**config.mk**
```make
export PLATFORM = sky130hd
export DESIGN_NAME = obuf_ctrl
export DESIGN_NICKNAME = d
export VERILOG_FILES = /design/src/rtl/obuf_pkg.sv /design/src/rtl/obuf_rst_sync.sv /design/src/rtl/obuf_regs.sv /design/src/rtl/obuf_seq.sv /design/src/rtl/obuf_store.sv /design/src/rtl/obuf_ctrl.sv
export SDC_FILE = /design/constraint.sdc
export NUM_CORES = 2
export LEC_CHECK = 0
export ABC_CLOCK_PERIOD_IN_PS = 4000
export CAP_MARGIN = 20
export CORE_MARGIN = 10
export CORE_UTILIZATION = 50
export DETAILED_ROUTE_END_ITERATION = 12
export DONT_BUFFER_PORTS = 1
export PLACE_DENSITY = 0.7
export SYNTH_ARGS = -nofsm -noshare
export SYNTH_HDL_FRONTEND = slang
export SYNTH_MEMORY_MAX_BITS = 65536
export SYNTH_SLANG_ARGS = --single-unit
```
**constraint.sdc**
```tcl
create_clock -name clk -period 4 [get_ports clk]
set_input_delay 0.4 -clock clk [delete_from_list [all_inputs] [get_ports clk]]
set_output_delay 0.4 -clock clk [all_outputs]
set_load 0.02 [all_outputs]
```
**src/rtl/obuf_pkg.sv**
```systemverilog
package obuf_pkg;

  typedef enum logic {
    REG_SECT = 1'b0,
    REG_CMD  = 1'b1
  } reg_sel_e;

  typedef struct packed {
    logic dat;
    logic hdr;
  } sect_t;

  localparam int CMD_SWAP_BIT  = 8;
  localparam int CMD_FETCH_BIT = 9;
  localparam int CMD_BUSY_BIT  = 15;
  localparam int CMD_HOST_LSB  = 16;
  localparam int SECT_HDR_BIT  = 0;
  localparam int SECT_DAT_BIT  = 1;
  localparam int SECT_HOST_LSB = 16;

endpackage

```
**src/rtl/obuf_rst_sync.sv**
```systemverilog
module obuf_rst_sync (
  input  logic clk,
  input  logic rst_n_in,
  output logic rst_n_out
);
  logic [1:0] sync_q;

  always_ff @(posedge clk or negedge rst_n_in) begin
    if (!rst_n_in) sync_q <= 2'b00;
    else           sync_q <= {sync_q[0], 1'b1};
  end

  assign rst_n_out = sync_q[1];
endmodule

```
**src/rtl/obuf_regs.sv**
```systemverilog
module obuf_regs
  import obuf_pkg::*;
#(
  parameter int BN_W = 7
) (
  input  logic            clk,
  input  logic            rst_n,
  input  logic            cpu_we,
  input  logic            cpu_addr,
  input  logic [31:0]     cpu_wdata,
  input  logic            busy,
  input  logic [BN_W-1:0] host_num,
  input  sect_t           host_sect,
  output logic [BN_W-1:0] req_num,
  output sect_t           shd_sect,
  output logic            fetch_go,
  output logic            swap_go,
  output logic [31:0]     cpu_rdata
);
  reg_sel_e        sel;
  logic            wr_cmd, wr_sect;
  logic [BN_W-1:0] tgt_q, tgt_n;
  sect_t           sect_q, sect_n;
  logic            unused_wdata;

  assign sel          = reg_sel_e'(cpu_addr);
  assign unused_wdata = ^cpu_wdata;

  // next-state
  always_comb begin
    wr_cmd  = cpu_we && (sel == REG_CMD);
    wr_sect = cpu_we && (sel == REG_SECT);
    tgt_n   = wr_cmd ? cpu_wdata[BN_W-1:0] : tgt_q;
    sect_n  = sect_q;
    if (wr_sect) begin
      sect_n.hdr = cpu_wdata[SECT_HDR_BIT];
      sect_n.dat = cpu_wdata[SECT_DAT_BIT];
    end
    fetch_go = wr_cmd && cpu_wdata[CMD_FETCH_BIT] && !busy;
    swap_go  = wr_cmd && cpu_wdata[CMD_SWAP_BIT]  && !busy;
  end

  // registers with explicit enables
  always_ff @(posedge clk or negedge rst_n) begin
    if (!rst_n) begin
      tgt_q  <= '0;
      sect_q <= '0;
    end else begin
      if (wr_cmd)  tgt_q  <= tgt_n;
      if (wr_sect) sect_q <= sect_n;
    end
  end

  assign req_num  = tgt_n;
  assign shd_sect = sect_q;

  always_comb begin
    cpu_rdata = '0;
    case (sel)
      REG_CMD: begin
        cpu_rdata[BN_W-1:0]                = tgt_q;
        cpu_rdata[CMD_BUSY_BIT]            = busy;
        cpu_rdata[CMD_HOST_LSB +: BN_W]    = host_num;
      end
      default: begin
        cpu_rdata[SECT_HDR_BIT]            = sect_q.hdr;
        cpu_rdata[SECT_DAT_BIT]            = sect_q.dat;
        cpu_rdata[SECT_HOST_LSB]           = host_sect.hdr;
        cpu_rdata[SECT_HOST_LSB+1]         = host_sect.dat;
      end
    endcase
  end
endmodule

```
**src/rtl/obuf_seq.sv**
```systemverilog
module obuf_seq
  import obuf_pkg::*;
#(
  parameter int BN_W      = 7,
  parameter int HDR_WORDS = 2,
  parameter int SLOT      = 66,
  parameter int OFF_W     = 7,
  parameter int AW        = 14
) (
  input  logic             clk,
  input  logic             rst_n,
  input  logic             go,
  input  logic             half_in,
  input  logic [BN_W-1:0]  num_in,
  input  sect_t            sect_in,
  output logic             ram_en,
  output logic [AW-1:0]    ram_addr,
  output logic             wr_en,
  output logic             wr_half,
  output logic [OFF_W-1:0] wr_off,
  output logic             busy
);
  localparam logic [OFF_W-1:0] HDR_FIRST = '0;
  localparam logic [OFF_W-1:0] HDR_LAST  = OFF_W'(HDR_WORDS - 1);
  localparam logic [OFF_W-1:0] DAT_FIRST = OFF_W'(HDR_WORDS);
  localparam logic [OFF_W-1:0] DAT_LAST  = OFF_W'(SLOT - 1);
  localparam logic [AW-1:0]    SLOT_A    = AW'(SLOT);

  logic             iss_q, iss_n;
  logic [OFF_W-1:0] off_q, off_n;
  logic [OFF_W-1:0] last_q, last_n;
  logic [BN_W-1:0]  num_q;
  logic             half_q;
  logic             wv_q, wv_n;
  logic [OFF_W-1:0] woff_q, woff_n;
  logic             start;

  // next-state
  always_comb begin
    start  = go && (sect_in.hdr || sect_in.dat);
    iss_n  = iss_q;
    off_n  = off_q;
    last_n = last_q;
    if (start) begin
      iss_n  = 1'b1;
      off_n  = sect_in.hdr ? HDR_FIRST : DAT_FIRST;
      last_n = sect_in.dat ? DAT_LAST  : HDR_LAST;
    end else if (iss_q) begin
      if (off_q == last_q) iss_n = 1'b0;
      else                 off_n = off_q + OFF_W'(1);
    end
    wv_n   = iss_q;
    woff_n = off_q;
  end

  always_ff @(posedge clk or negedge rst_n) begin
    if (!rst_n) begin
      iss_q  <= 1'b0;
      off_q  <= '0;
      last_q <= '0;
      num_q  <= '0;
      half_q <= 1'b0;
      wv_q   <= 1'b0;
      woff_q <= '0;
    end else begin
      iss_q  <= iss_n;
      off_q  <= off_n;
      last_q <= last_n;
      wv_q   <= wv_n;
      woff_q <= woff_n;
      if (start) begin
        num_q  <= num_in;
        half_q <= half_in;
      end
    end
  end

  assign ram_en   = iss_q;
  assign ram_addr = AW'(num_q) * SLOT_A + AW'(off_q);
  assign wr_en    = wv_q;
  assign wr_half  = half_q;
  assign wr_off   = woff_q;
  assign busy     = iss_q | wv_q;
endmodule

```
**src/rtl/obuf_store.sv**
```systemverilog
module obuf_store #(
  parameter int SLOT   = 66,
  parameter int OFF_W  = 7,
  parameter int WORD_W = 32
) (
  input  logic              clk,
  input  logic              wr_en,
  input  logic              wr_half,
  input  logic [OFF_W-1:0]  wr_off,
  input  logic [WORD_W-1:0] wr_data,
  input  logic              rd_half,
  input  logic [OFF_W-1:0]  rd_idx,
  output logic [WORD_W-1:0] rd_data
);
  logic [WORD_W-1:0] mem [2][SLOT];

  always_ff @(posedge clk) begin
    if (wr_en) mem[wr_half][wr_off] <= wr_data;
  end

  always_comb begin
    if (rd_idx < OFF_W'(SLOT)) rd_data = mem[rd_half][rd_idx];
    else                       rd_data = '0;
  end
endmodule

```
**src/rtl/obuf_ctrl.sv**
```systemverilog
module obuf_ctrl
  import obuf_pkg::*;
#(
  parameter int BN_W       = 7,
  parameter int HDR_WORDS  = 2,
  parameter int DATA_WORDS = 64,
  parameter int WORD_W     = 32,
  localparam int SLOT      = HDR_WORDS + DATA_WORDS,
  localparam int OFF_W     = $clog2(SLOT),
  localparam int AW        = $clog2((2 ** BN_W) * SLOT)
) (
  input  logic              clk,
  input  logic              rst_n,
  input  logic              cpu_we,
  input  logic              cpu_addr,
  input  logic [31:0]       cpu_wdata,
  output logic [31:0]       cpu_rdata,
  output logic              ram_en,
  output logic [AW-1:0]     ram_addr,
  input  logic [WORD_W-1:0] ram_rdata,
  input  logic [OFF_W-1:0]  host_idx,
  output logic [WORD_W-1:0] host_rdata
);
  logic             rst_n_s;
  logic [BN_W-1:0]  req_num;
  sect_t            shd_sect;
  logic             fetch_go, swap_go;
  logic             busy;
  logic             host_sel;
  logic             shd_next;
  logic [BN_W-1:0]  tag_num  [2];
  sect_t            tag_sect [2];
  logic [BN_W-1:0]  host_num;
  sect_t            host_sect;
  logic             wr_en, wr_half;
  logic [OFF_W-1:0] wr_off;

  obuf_rst_sync u_rst (
    .clk       (clk),
    .rst_n_in  (rst_n),
    .rst_n_out (rst_n_s)
  );

  obuf_regs #(.BN_W(BN_W)) u_regs (
    .clk       (clk),
    .rst_n     (rst_n_s),
    .cpu_we    (cpu_we),
    .cpu_addr  (cpu_addr),
    .cpu_wdata (cpu_wdata),
    .busy      (busy),
    .host_num  (host_num),
    .host_sect (host_sect),
    .req_num   (req_num),
    .shd_sect  (shd_sect),
    .fetch_go  (fetch_go),
    .swap_go   (swap_go),
    .cpu_rdata (cpu_rdata)
  );

  // swap is applied before a fetch in the same write picks its half
  assign shd_next = ~(host_sel ^ swap_go);

  always_ff @(posedge clk or negedge rst_n_s) begin
    if (!rst_n_s)     host_sel <= 1'b0;
    else if (swap_go) host_sel <= ~host_sel;
  end

  for (genvar h = 0; h < 2; h++) begin : g_half
    logic            load;
    logic [BN_W-1:0] num_q;
    sect_t           sect_q;

    assign load = fetch_go && (shd_next == 1'(h));

    always_ff @(posedge clk or negedge rst_n_s) begin
      if (!rst_n_s) begin
        num_q  <= '0;
        sect_q <= '0;
      end else if (load) begin
        num_q  <= req_num;
        sect_q <= shd_sect;
      end
    end

    assign tag_num[h]  = num_q;
    assign tag_sect[h] = sect_q;
  end

  assign host_num  = tag_num[host_sel];
  assign host_sect = tag_sect[host_sel];

  obuf_seq #(
    .BN_W(BN_W), .HDR_WORDS(HDR_WORDS), .SLOT(SLOT), .OFF_W(OFF_W), .AW(AW)
  ) u_seq (
    .clk      (clk),
    .rst_n    (rst_n_s),
    .go       (fetch_go),
    .half_in  (shd_next),
    .num_in   (req_num),
    .sect_in  (shd_sect),
    .ram_en   (ram_en),
    .ram_addr (ram_addr),
    .wr_en    (wr_en),
    .wr_half  (wr_half),
    .wr_off   (wr_off),
    .busy     (busy)
  );

  obuf_store #(.SLOT(SLOT), .OFF_W(OFF_W), .WORD_W(WORD_W)) u_store (
    .clk     (clk),
    .wr_en   (wr_en),
    .wr_half (wr_half),
    .wr_off  (wr_off),
    .wr_data (ram_rdata),
    .rd_half (host_sel),
    .rd_idx  (host_idx),
    .rd_data (host_rdata)
  );
endmodule

```
==> results_dict.tcl <==
set metrics [dict create \
    critPathMaxFanout 8 \
    final_area_sq_um 195000 \
    yosys.area_share.adder_pct 0.129 \
    clock_skew_ns 0.0700 \
    setup_viol 32 \
    cp_common_cell "buf_4" \
    cts_tree "yes" \
    p_leak_nw 62.1 \
    dp_hpwl_mm 257 \
    crit_slowest_cell "a222oi_1" \
    cts_buffers 415 \
    start_kind "flip-flop" \
    postRouteAntennaNets 0 \
    p_int_w 0.0838 \
    max_freq_mhz 218 \
    timing.critical_path.buf_inv 6 \
    tightest_slew_ns 1.16 \
    post_drt_wl_per_cell_microns 38.4 \
    post-route-period-util_pct 115 \
    clk_latency_ns 1.02 \
    critPathCapture "host_rdata[31]" \
    cp_slowest_stage_delay_ns 0.71 \
    synthArstFlopShare_pct 1.31 \
    clkTransAtPathRegs_ns 0.06 \
    seqCellArea_sq_um 128000 \
    synth_compound_area_share_pct 3.19 \
    fin_crit_ns 4.60 \
    antenna_found_initial 38 \
    crit_arrival_ns 4.20 \
    crit_family "buffers and inverters" \
    syn_inst 7484 \
    synthMuxAreaShare_pct 15.7 \
    die_area_sq_um 353000 \
    holdWs_ns 0.0840 \
    cts-root-buf "clkbuf_16" \
    final_core_utilization_pct 59.6 \
    synth-edff-count 4224 \
    io_pins 154 \
    critPathLaunch "host_sel$_DFFE_PN0P_" \
    power_density_nw_per_um2 579 \
    grt_pass1_vias 86920 \
    drcViolationCount 0 \
    num_rows 210 \
    syn2layout_area_growth_pct 18.6 \
    yosys-top-cells-count "edfxtp_1 (4224), mux4_2 (935), mux2i_1 (436), nor2_1 (209), nand2_1 (161)" \
    fillers 21955 \
    rsz0062_at_grt "true" \
    synth_xor_area_share_pct 0.106 \
    port_buffers 0 \
    dp_slack_ns -1.68 \
    drv_slew 0 \
    synthSimpleGateAreaFrac_pct 1.47 \
    p_seq_share_pct 44.8 \
    critPathKind "reg2out" \
    vias 88558 \
    seq_area_frac_synth_pct 77.8 \
    multiInputGateArea_sq_um 36900 \
    required_ns 3.60 \
    grtUsageTotal_pct 27.5 \
    nNetsFinal 8483 \
    ys.flop_type "edfxtp_1" \
    cp.depth 11 \
    place_area_sq_um 175000 \
    ys_ff_latch 4280 \
    end_kind "primary output" \
    rr_endpoint "u_store.mem[0][551]$_DFFE_PP_" \
    p_sw_share_pct 26.0 \
    pwr-share-comb_pct 20.9 \
    relSlewSlack_pct 22.8 \
    initial_core_util_pct 50.3 \
    grt_max_degree 169 \
    p_sw_w 0.0294 \
    first_iter_violations 15780 \
    ir_drop_mv 0.458 \
    synth_top_family_by_area "multiplexers" \
    totalWireLength_mm 502 \
    vias_per_cell 6.76 \
    ys_warn_count 0 \
    synthTopCellsByArea "edfxtp_1 (77%), mux4_2 (13%), mux2i_1 (2.6%)" \
    violations "setup timing" \
    cts_htree_levels 5 \
    core_area_sq_um 328000 \
    hp-class "in2reg" \
    gp_congestion 0.875 \
    grt_first_pass_wirelength_mm 690 \
    clockPowerShare_pct 34.3 \
    maxCapViolations 0 \
    drive_above_1_share_pct 32.6 \
    worstRegToRegCells 4 \
    status "finished, violations left" \
    cts.sinks 4280 \
    dieWidth_microns 594 \
    dr.pass1.iters 6 \
    hold_viol_final 0 \
    yosysUniqueCellTypes 83 \
    die_y_microns 594 \
    avgSynthCellArea_sq_um 22.0 \
    setup_slack_ns -0.595 \
    yosysMostFrequentCell "edfxtp_1" \
    synth_top_cell_by_area "edfxtp_1" \
    syn-cell-area_sq_um 165000 \
    r2r_start "u_seq.wr_off[5]$_DFF_PN0_" \
    synth_top_area_share_pct 77.0 \
    overflow 0 \
    clockBufferDepth 4 \
    r2r_slack_ns 0.54 \
    path_cells "buf_12 > buf_16 > buf_16 > mux4_2 > nor2_1 > a2111oi_2 > buf_4 > nor4_1 > buf_4 > a222oi_1 > buf_4" \
]
==> cell usage in the layout (no fill, tap or decap), types with 22 or more instances in the layout <==
cell              n
clkbuf_1         64
clkbuf_16       426
bufinv_16        41
a211oi_1         22
buf_12          134
clkinv_1         90
o221ai_1         50
a21oi_1         120
nand2_1         144
o21ai_0          65
buf_16           80
nor2b_1          24
a22oi_2          23
edfxtp_1       4224
dlygate4sd3_1    45
nand3_1          31
nor2_4          132
mux2_2           37
buf_6            91
clkinv_2         98
buf_4           519
a21oi_2          25
dfrtp_1          52
nor2_1           74
o22ai_1          74
a221oi_2         26
a22oi_1          85
mux2i_1         426
o211ai_1         53
mux4_2          935
==> power groups by stage <==
stage / Combinational, W / Sequential (W) / Clock, W
after floorplan: 0.0122 / 0.0513 / 0
after global placement: 0.0176 / 0.0515 / 0
after detailed placement: 0.0178 / 0.0516 / 0
after CTS: 0.0222 / 0.0506 / 0.0390
after global routing: 0.0246 / 0.0507 / 0.0408
final: 0.0237 / 0.0507 / 0.0388
==> per-stage QoR <==
| stage | power, W | setup TNS, ns | std cells |
|---|---|---|---|
| final | 0.113 | -13.56 | 13098 |
| after global routing | 0.116 | -15.22 | 13083 |
| after CTS | 0.112 | -15.23 | 13012 |
| after detailed placement | 0.0694 | -45.43 | 12042 |
| after global placement | 0.0692 | -45.01 | 12040 |
| after floorplan | 0.0635 | 0 | 7500 |
==> state kept, by name, summed over array words and instances, names as in the netlist, 2 cells and up <==
register / flops
u_seq.wr_off: 7
u_seq.off_q: 7
u_seq.last_q: 2
u_regs.shd_sect: 2
u_seq.num_q: 7
g_half.sect_q: 4
u_regs.tgt_q: 7
u_rst.sync_q: 2
g_half.num_q: 14
u_store.mem: 4224
==> cell type report <==
cell class / count / share of cell area [%]
clock inverters: 276 / 1.40
inverters: 25 / 0.0557
flip-flops and latches: 4280 / 65.6
diodes: 20 / 0.0256
well taps: 4346 / 2.78
repair buffers: 914 / 5.78
clock buffers: 480 / 5.45
multi-input cells: 2757 / 18.9
==> worst register-to-register path, stage by stage, from the launching register on <==
cell and delay [ns]:
dfrtp_1 0.65, nor3b_1 0.53, nand2_1 0.64, nor2_4 0.97
buf_12 0.31
==> cells by family after synthesis <==
group | count (synthesis)
adders and majority gates | 16
AOI/OAI and AO/OA | 753
other | 2
xor gates and xnor gates | 20
DFF | 4280
buffers and inverters | 464
and+or+nand+nor | 540
muxes | 1409
==> timing repair <==
| item | in CTS | in global routing |
|---|---|---|
| cloned | 31 | 10 |
| pin swaps | 85 | 99 |
| hold endpoints to repair | 4266 | 0 |
| gates resized for setup | 361 | 204 |
| setup endpoints to repair | 34 | 37 |
| hold buffers | 77 | 0 |
| setup buffers | 122 | 66 |
==> how the worst min path moves through the flow <==
stage	from	endpoint	slack [ns]	depth (start not counted)
finish	cpu_we	u_regs.tgt_q[5]$_DFFE_PN0P_	0.08	3
global route	cpu_we	u_regs.tgt_q[5]$_DFFE_PN0P_	0.09	3
CTS	cpu_we	u_regs.tgt_q[5]$_DFFE_PN0P_	0.006	3
detailed placement	rst_n	u_rst.sync_q[0]$_DFF_PN0_	0.10	0
global placement	rst_n	u_rst.sync_q[0]$_DFF_PN0_	0.10	0
floorplan	rst_n	u_rst.sync_q[0]$_DFF_PN0_	0.10	0
==> metal layers <==
layer	vias to the layer above	global-route usage (%)	routed length (microns)
li1	33585	-	-
met1	46376	36.7	172000
met2	7343	41.1	226000
met3	1236	9.23	74500
met4	18	13.5	29800
met5	-	0	463
Note: power is estimated with default switching activity, not from simulation.
